<file path="src/rtl/cmdlist_walker.sv">
module cmdlist_walker #(
  parameter int RES_DEPTH = 4
) (
  input  logic        clk,
  input  logic        rst_n,
  input  logic        host_wr,
  input  logic        host_rd,
  input  logic [1:0]  host_addr,
  input  logic [31:0] host_wdata,
  output logic [31:0] host_rdata,
  output logic        irq,
  output logic        mem_req_valid,
  input  logic        mem_req_ready,
  output logic        mem_req_we,
  output logic [31:0] mem_req_addr,
  output logic [31:0] mem_req_wdata,
  input  logic        mem_rsp_valid,
  input  logic [31:0] mem_rsp_data
);
  localparam int PW = (RES_DEPTH > 1) ? $clog2(RES_DEPTH) : 1;
  localparam int CW = $clog2(RES_DEPTH + 1);
  localparam logic [1:0] A_PTR = 2'd0, A_RES = 2'd1, A_STAT = 2'd2, A_CFG = 2'd3;

  typedef enum logic [3:0] {
    S_IDLE, S_PTR_REQ, S_PTR_WAIT, S_DSC_REQ, S_DSC_WAIT,
    S_NEXT, S_SRC_REQ, S_SRC_WAIT, S_DST_REQ, S_PUSH
  } state_t;

  state_t      state;
  logic [31:0] ptr_addr, dsc_addr, src, dst, len, copy_word;
  logic [1:0]  idx;
  logic        last_ptr, last_cmd, err, irq_en;
  logic        res_err [RES_DEPTH];
  logic [PW-1:0] rd_ptr, wr_ptr;
  logic [CW-1:0] res_cnt;
  logic        cmd_idle, fifo_full, push, pop, accepted, start;
  logic        unused_bits;

  assign unused_bits = ^{host_wdata[31], mem_rsp_data[30:29]};

  assign cmd_idle  = (state == S_IDLE);
  assign fifo_full = (res_cnt == CW'(RES_DEPTH));
  assign push      = (state == S_PUSH) && !fifo_full;
  assign pop       = host_rd && (host_addr == A_RES) && (res_cnt != '0);
  assign accepted  = mem_req_valid && mem_req_ready;
  assign start     = host_wr && (host_addr == A_PTR) && cmd_idle;

  assign mem_req_valid = (state == S_PTR_REQ) || (state == S_DSC_REQ) ||
                         (state == S_SRC_REQ) || (state == S_DST_REQ);
  assign mem_req_we    = (state == S_DST_REQ);
  assign mem_req_wdata = copy_word;

  always_comb begin
    case (state)
      S_PTR_REQ: mem_req_addr = ptr_addr;
      S_DSC_REQ: mem_req_addr = dsc_addr + {28'd0, idx, 2'b00};
      S_SRC_REQ: mem_req_addr = src;
      S_DST_REQ: mem_req_addr = dst;
      default:   mem_req_addr = '0;
    endcase
  end

  function automatic logic [PW-1:0] wrap_inc(input logic [PW-1:0] p);
    return (p == PW'(RES_DEPTH - 1)) ? '0 : p + 1'b1;
  endfunction

  always_ff @(posedge clk or negedge rst_n) begin
    if (!rst_n) begin
      state     <= S_IDLE;
      ptr_addr  <= '0;
      dsc_addr  <= '0;
      src       <= '0;
      dst       <= '0;
      len       <= '0;
      copy_word <= '0;
      idx       <= '0;
      last_ptr  <= 1'b0;
      last_cmd  <= 1'b0;
      err       <= 1'b0;
    end else begin
      case (state)
        S_IDLE: if (start) begin
          if (host_wdata[30:29] == 2'd1) begin
            ptr_addr <= {host_wdata[28:0], 3'b000};
            err      <= 1'b0;
            state    <= S_PTR_REQ;
          end else begin
            err   <= 1'b1;
            state <= S_PUSH;
          end
        end
        S_PTR_REQ: if (accepted) state <= S_PTR_WAIT;
        S_PTR_WAIT: if (mem_rsp_valid) begin
          last_ptr <= mem_rsp_data[31];
          dsc_addr <= {mem_rsp_data[28:0], 3'b000};
          ptr_addr <= ptr_addr + 32'd4;
          idx      <= '0;
          state    <= S_DSC_REQ;
        end
        S_DSC_REQ: if (accepted) state <= S_DSC_WAIT;
        S_DSC_WAIT: if (mem_rsp_valid) begin
          idx   <= idx + 1'b1;
          state <= S_DSC_REQ;
          case (idx)
            2'd0: begin
              last_cmd <= mem_rsp_data[31];
              if (mem_rsp_data[1:0] != 2'd0) begin
                err   <= 1'b1;
                state <= S_PUSH;
              end
            end
            2'd1: src <= mem_rsp_data;
            2'd2: dst <= mem_rsp_data;
            default: begin
              len   <= mem_rsp_data;
              state <= S_NEXT;
            end
          endcase
        end
        S_NEXT: begin
          if (len >= 32'd4) state <= S_SRC_REQ;
          else if (!last_cmd) begin
            dsc_addr <= dsc_addr + 32'd16;
            idx      <= '0;
            state    <= S_DSC_REQ;
          end else if (last_ptr) state <= S_PUSH;
          else state <= S_PTR_REQ;
        end
        S_SRC_REQ: if (accepted) state <= S_SRC_WAIT;
        S_SRC_WAIT: if (mem_rsp_valid) begin
          copy_word <= mem_rsp_data;
          state     <= S_DST_REQ;
        end
        S_DST_REQ: if (accepted) begin
          src   <= src + 32'd4;
          dst   <= dst + 32'd4;
          len   <= len - 32'd4;
          state <= S_NEXT;
        end
        S_PUSH: if (push) state <= S_IDLE;
        default: state <= S_IDLE;
      endcase
    end
  end

  always_ff @(posedge clk or negedge rst_n) begin
    if (!rst_n) begin
      rd_ptr  <= '0;
      wr_ptr  <= '0;
      res_cnt <= '0;
      irq_en  <= 1'b0;
      for (int i = 0; i < RES_DEPTH; i++) res_err[i] <= 1'b0;
    end else begin
      if (push) begin
        res_err[wr_ptr] <= err;
        wr_ptr <= wrap_inc(wr_ptr);
      end
      if (pop) rd_ptr <= wrap_inc(rd_ptr);
      if (push && !pop) res_cnt <= res_cnt + 1'b1;
      else if (pop && !push) res_cnt <= res_cnt - 1'b1;
      if (host_wr && host_addr == A_CFG) irq_en <= host_wdata[0];
    end
  end

  logic [31:0] res_word, stat_word;
  assign res_word  = (res_cnt == '0) ? 32'd0 :
                     {1'b1, 27'd0, res_err[rd_ptr], 1'b0, !res_err[rd_ptr], 1'b0};
  assign stat_word = {3'(res_cnt), 1'b0, !cmd_idle, 25'd0, res_cnt != '0, cmd_idle};

  always_comb begin
    case (host_addr)
      A_RES:   host_rdata = res_word;
      A_STAT:  host_rdata = stat_word;
      A_CFG:   host_rdata = {31'd0, irq_en};
      default: host_rdata = 32'd0;
    endcase
  end

  assign irq = irq_en && (res_cnt != '0);
endmodule


</file>
<file path="config.mk">
export PLATFORM = sky130hd
export DESIGN_NAME = cmdlist_walker
export DESIGN_NICKNAME = d
export VERILOG_FILES = /design/src/rtl/cmdlist_walker.sv
export SDC_FILE = /design/constraint.sdc
export NUM_CORES = 1
export LEC_CHECK = 0
export BUFFER_PORTS_ARGS = -buffer_cell sky130_fd_sc_hd__buf_2
export CAP_MARGIN = 20
export CORE_MARGIN = 3
export CORE_UTILIZATION = 45
export DETAILED_ROUTE_END_ITERATION = 6
export HOLD_SLACK_MARGIN = 0.06
export SYNTH_ARGS = -nofsm -noshare
export SYNTH_HDL_FRONTEND = slang
export SYNTH_SLANG_ARGS = --single-unit
</file>
<file path="constraint.sdc">
create_clock -name clk -period 7.9 [get_ports clk]
set_input_delay 1.975 -clock clk [delete_from_list [all_inputs] [get_ports clk]]
set_output_delay 1.975 -clock clk [all_outputs]
set_load 0.005 [all_outputs]
</file>
==> results.txt <==
* Met2 GRT Util: 43.0%
- The largest total area in the synthesized netlist belongs to dfrtp_1.
* Total routing usage reported by global routing: about 28%
- Final hold violations: 0
- Synthesis produced a netlist whose cell count is 1,610.
* Post CTS Setup Buffer Count: 0
* Count of flip-flops with a built-in enable after synthesis: 0
- 0 antenna diodes ended up in the layout.
- Once placement completed, the tool counted placed cells totaling 2,033.
- Post-DRT Antenna Nets: 0
* Wire length of the first global-routing pass: 74,300 um
* Peak clock frequency supported by timing: between 150 and 200 MHz
* Overflow after GRT: 0
- Post-layout min period: approximately 5.6 ns
- Violated checks: DRC
- After layout, the design draws a total of between 5 and 6 mW.
* Worst setup path category: reg -> out
* Sink count of the clock tree: 208
- In the synthesized netlist the dominant register cell turns out to be dfrtp_1.
- H-tree depth: 1
* Effective utilization at floorplan: 46.0%
* Launch instance of the worst min-delay path: src[1]
- Wire length after detailed routing: 48,100 um
- For the pin with the worst max-slew slack, the measured transition is a little over 1 ns.
* Worst Hold Endpoint: src[1]
- 171 I/O pins were placed.
- Layout Cells excl Fill: 2,082
* Clock tree from TritonCTS: yes
- Deepest clock path buffer count: 3
* Library cell with the highest instance count after synthesis: dfrtp_1
- Detailed Routing Iterations Pass 1: 7
* Synthesis-to-layout area growth: 12.4%
- Worst setup SP type: flip-flop
* Finished Cell Area: 0.0155 sq mm
- For this block, the initial DRC count from the detailed router was 1,505.
- After synthesis the netlist holds a flip-flop and latch count of 208.
- For this block, the via count after detailed routing is 13,600.
- During synthesis, Yosys emitted a total of 0 warnings.
- Peak supply drop: about 270 uV
- Share of the yosys chip area belonging to registers: a little under two fifths
- Most used routing layer: met2
- After the last flow step, the layout net total stands at 1,764.
* Routing usage on met1: ~41%
* Clock-pin slew on the worst setup and hold paths: 0.06 ns
- In the routed design, unresolved DRC markers number 18.
* Worst reg2reg path startpoint: state[0]
* List of most frequent post-synthesis cells: dfrtp_1, nand2_1, a21oi_1, nor2_1, clkbuf_1
- The tree is rooted in a clkbuf_16.
- Count of buffers inserted at the top-level ports: 144
- Largest net degree at the start of global routing: 124
- Unrepaired setup endpoints after global routing: false
- Measured against its own limit, the worst slew margin works out to roughly a third.
* X dimension of the die: 181 um
- Fraction of final layout cells with drive strength greater than 1: around 17%
- Clock skew after layout: 0.0332 ns
- In the post-route analysis, the smallest setup slack over all paths is 2.27 ns.
* Crit Path Max Fanout: 16
- The min-delay analysis places its worst path in the category reg -> reg.
- Data required time of the worst path: about 5.9 ns
- In the routed layout, each cell is associated on average with a via count of 6.53.
* # hold bufs at CTS: 0
- Data arrives at the worst endpoint at approximately 3.7 ns.
* Final cell utilization of the core: between 50% and 60%
- Pre-CTS worst setup slack: 2.98 ns
* Number of antenna violations at the first check in global routing: 1
- Multi-input gate area: 0.00784 sq mm
- The final max-slew violation count is 0.
- Once placement finished, the instance area stood at between 0.01 and 0.015 sq mm.
- The worst hold path was traced through 2 stages.
- Across the whole layout, storage elements account for 0.00520 sq mm.
- Number of gates given a new drive strength after cts: 0
- A synthesized cell averages 8.56 sq um.
- Top area cells in the synthesized netlist: dfrtp_1, a21oi_1, nand2_1, mux2_2, o21ai_0
* Worst reg-to-reg path cell count: 8
* Areal power density over the cells: 375 mW/mm^2
- For flop-to-flop paths, the worst setup slack is 4.01 ns.
* Top-area cell type share of the netlist area: a little under two fifths
* # fillers: 2,847
* Sort of element at the end of the critical path: output pin
- Weighted congestion reported at the end of routability-driven placement: 0.950
* DP Wirelength: 34,000 um
- Number of placement rows: 63
- Via count of the first global-routing pass: 12,800
- In the finished design, the share of the clock period the worst path needs comes to just over 70%.
- The mapped netlist covers 0.0138 sq mm.
- Buffers inserted during clock tree synthesis total 26.
- Full die area: 0.0328 sq mm
- In the final routed layout, each cell accounts on average for 23.1 um.
* Run status: complete, but fails checks
- In this run the static leakage power is 6.29 nW.
- The region available for standard cell placement spans roughly 0.030 sq mm.
- The endpoint identified for the worst register-to-register timing path is len[31].
- Setup_tns: 0 ns
- Min Hold Slack: 0.481 ns
- Share of flip-flops with an asynchronous set or reset after synthesis: 100%
* Number of maximum-capacitance violations: 0
* Die height: 181 um
* Fraction of met3 tracks used by global routing: 4.11%
- Synthesis instantiated between 90 and 100 different standard cells from the library.
- Clock latency at the later pin of the worst-skew pair: ~0.55 ns
- Setup violations remaining at the end of the flow were counted as 0.
[worst max-delay path, stage by stage, from the launching register on]
cell and delay, ns:
dfrtp_1 0.57, nand3_2 0.15, or4_1 0.84, nor4b_1 0.46
xnor2_1 0.15, o21ai_0 0.69, buf_2 0.24
[worst max-delay path by stage]
stage / slack, ns / startpoint / endpoint / depth (start not counted)
after floorplan: 3.51 / host_addr[1] / host_rdata[27] / 2
after global placement: 3.00 / dsc_addr[14] / mem_req_addr[31] / 6
after detailed placement: 2.98 / dsc_addr[14] / mem_req_addr[31] / 6
after CTS: 2.38 / dsc_addr[14] / mem_req_addr[31] / 6
after global routing: 2.19 / state[0] / mem_req_addr[15] / 5
final: 2.27 / dsc_addr[14] / mem_req_addr[31] / 6
[where the power goes]
group / internal [mW] / switching, mW / total [mW]
Clock: 0.750 / 0.489 / 1.24
Sequential: 1.56 / 0.689 / 2.25
Combinational: 0.988 / 1.34 / 2.32
[per-layer routing]
layer  vias up  wire length, um
met1      6703            21400
met2       599            21400
met3        98             3630
met5         -                0
met4         0             1650
li1       6195                -
[logic make-up (layout without fill, tap and decap cells)]
group / count (synthesis) / in the layout / share of synthesized area (%)
fa+ha+maj: 19 / 19 / 1.83
other cells: 2 / 26 / 0.0545
mux: 53 / 53 / 4.35
simple gates: 592 / 592 / 22.1
buf+inv: 195 / 253 / 6.42
compound gates: 509 / 509 / 25.4
flops: 208 / 208 / 37.8
xor+xnor: 32 / 32 / 2.03
[final cells by class]
| class | count | area share, % |
|---|---|---|
| repair buffers | 170 | 6.01 |
| well taps | 390 | 3.15 |
| multi-input cells | 1231 | 50.6 |
| inverters | 36 | 0.905 |
| flip-flops and latches | 208 | 33.6 |
| clock inverters | 12 | 1.00 |
| clock buffers | 35 | 4.74 |
[registers in the layout (all words and copies together), names as in the netlist]
name / flops
dst: 32
len: 32
mem_req_wdata: 32
src: 32
ptr_addr: 30
dsc_addr: 29
res_err: 4
state: 4
res_cnt: 3
idx: 2
rd_ptr: 2
wr_ptr: 2
err: 1
irq_en: 1
last_cmd: 1
last_ptr: 1
[placed cells by master, fill, tap and decap left out, drive strengths merged, types with 27 or more instances in the layout]
master  synthesis  layout
dfrtp         208     208
buf            59     169
nand2         154     154
a21oi         121     121
nor2          116     116
o21ai          96      96
nand3          91      91
nor3           49      49
mux2           45      45
nand4          38      38
inv            35      36
clkbuf        100      36
o22a           30      30
o22ai          29      29
a222oi         27      27
(Power assumes the default switching activity.)
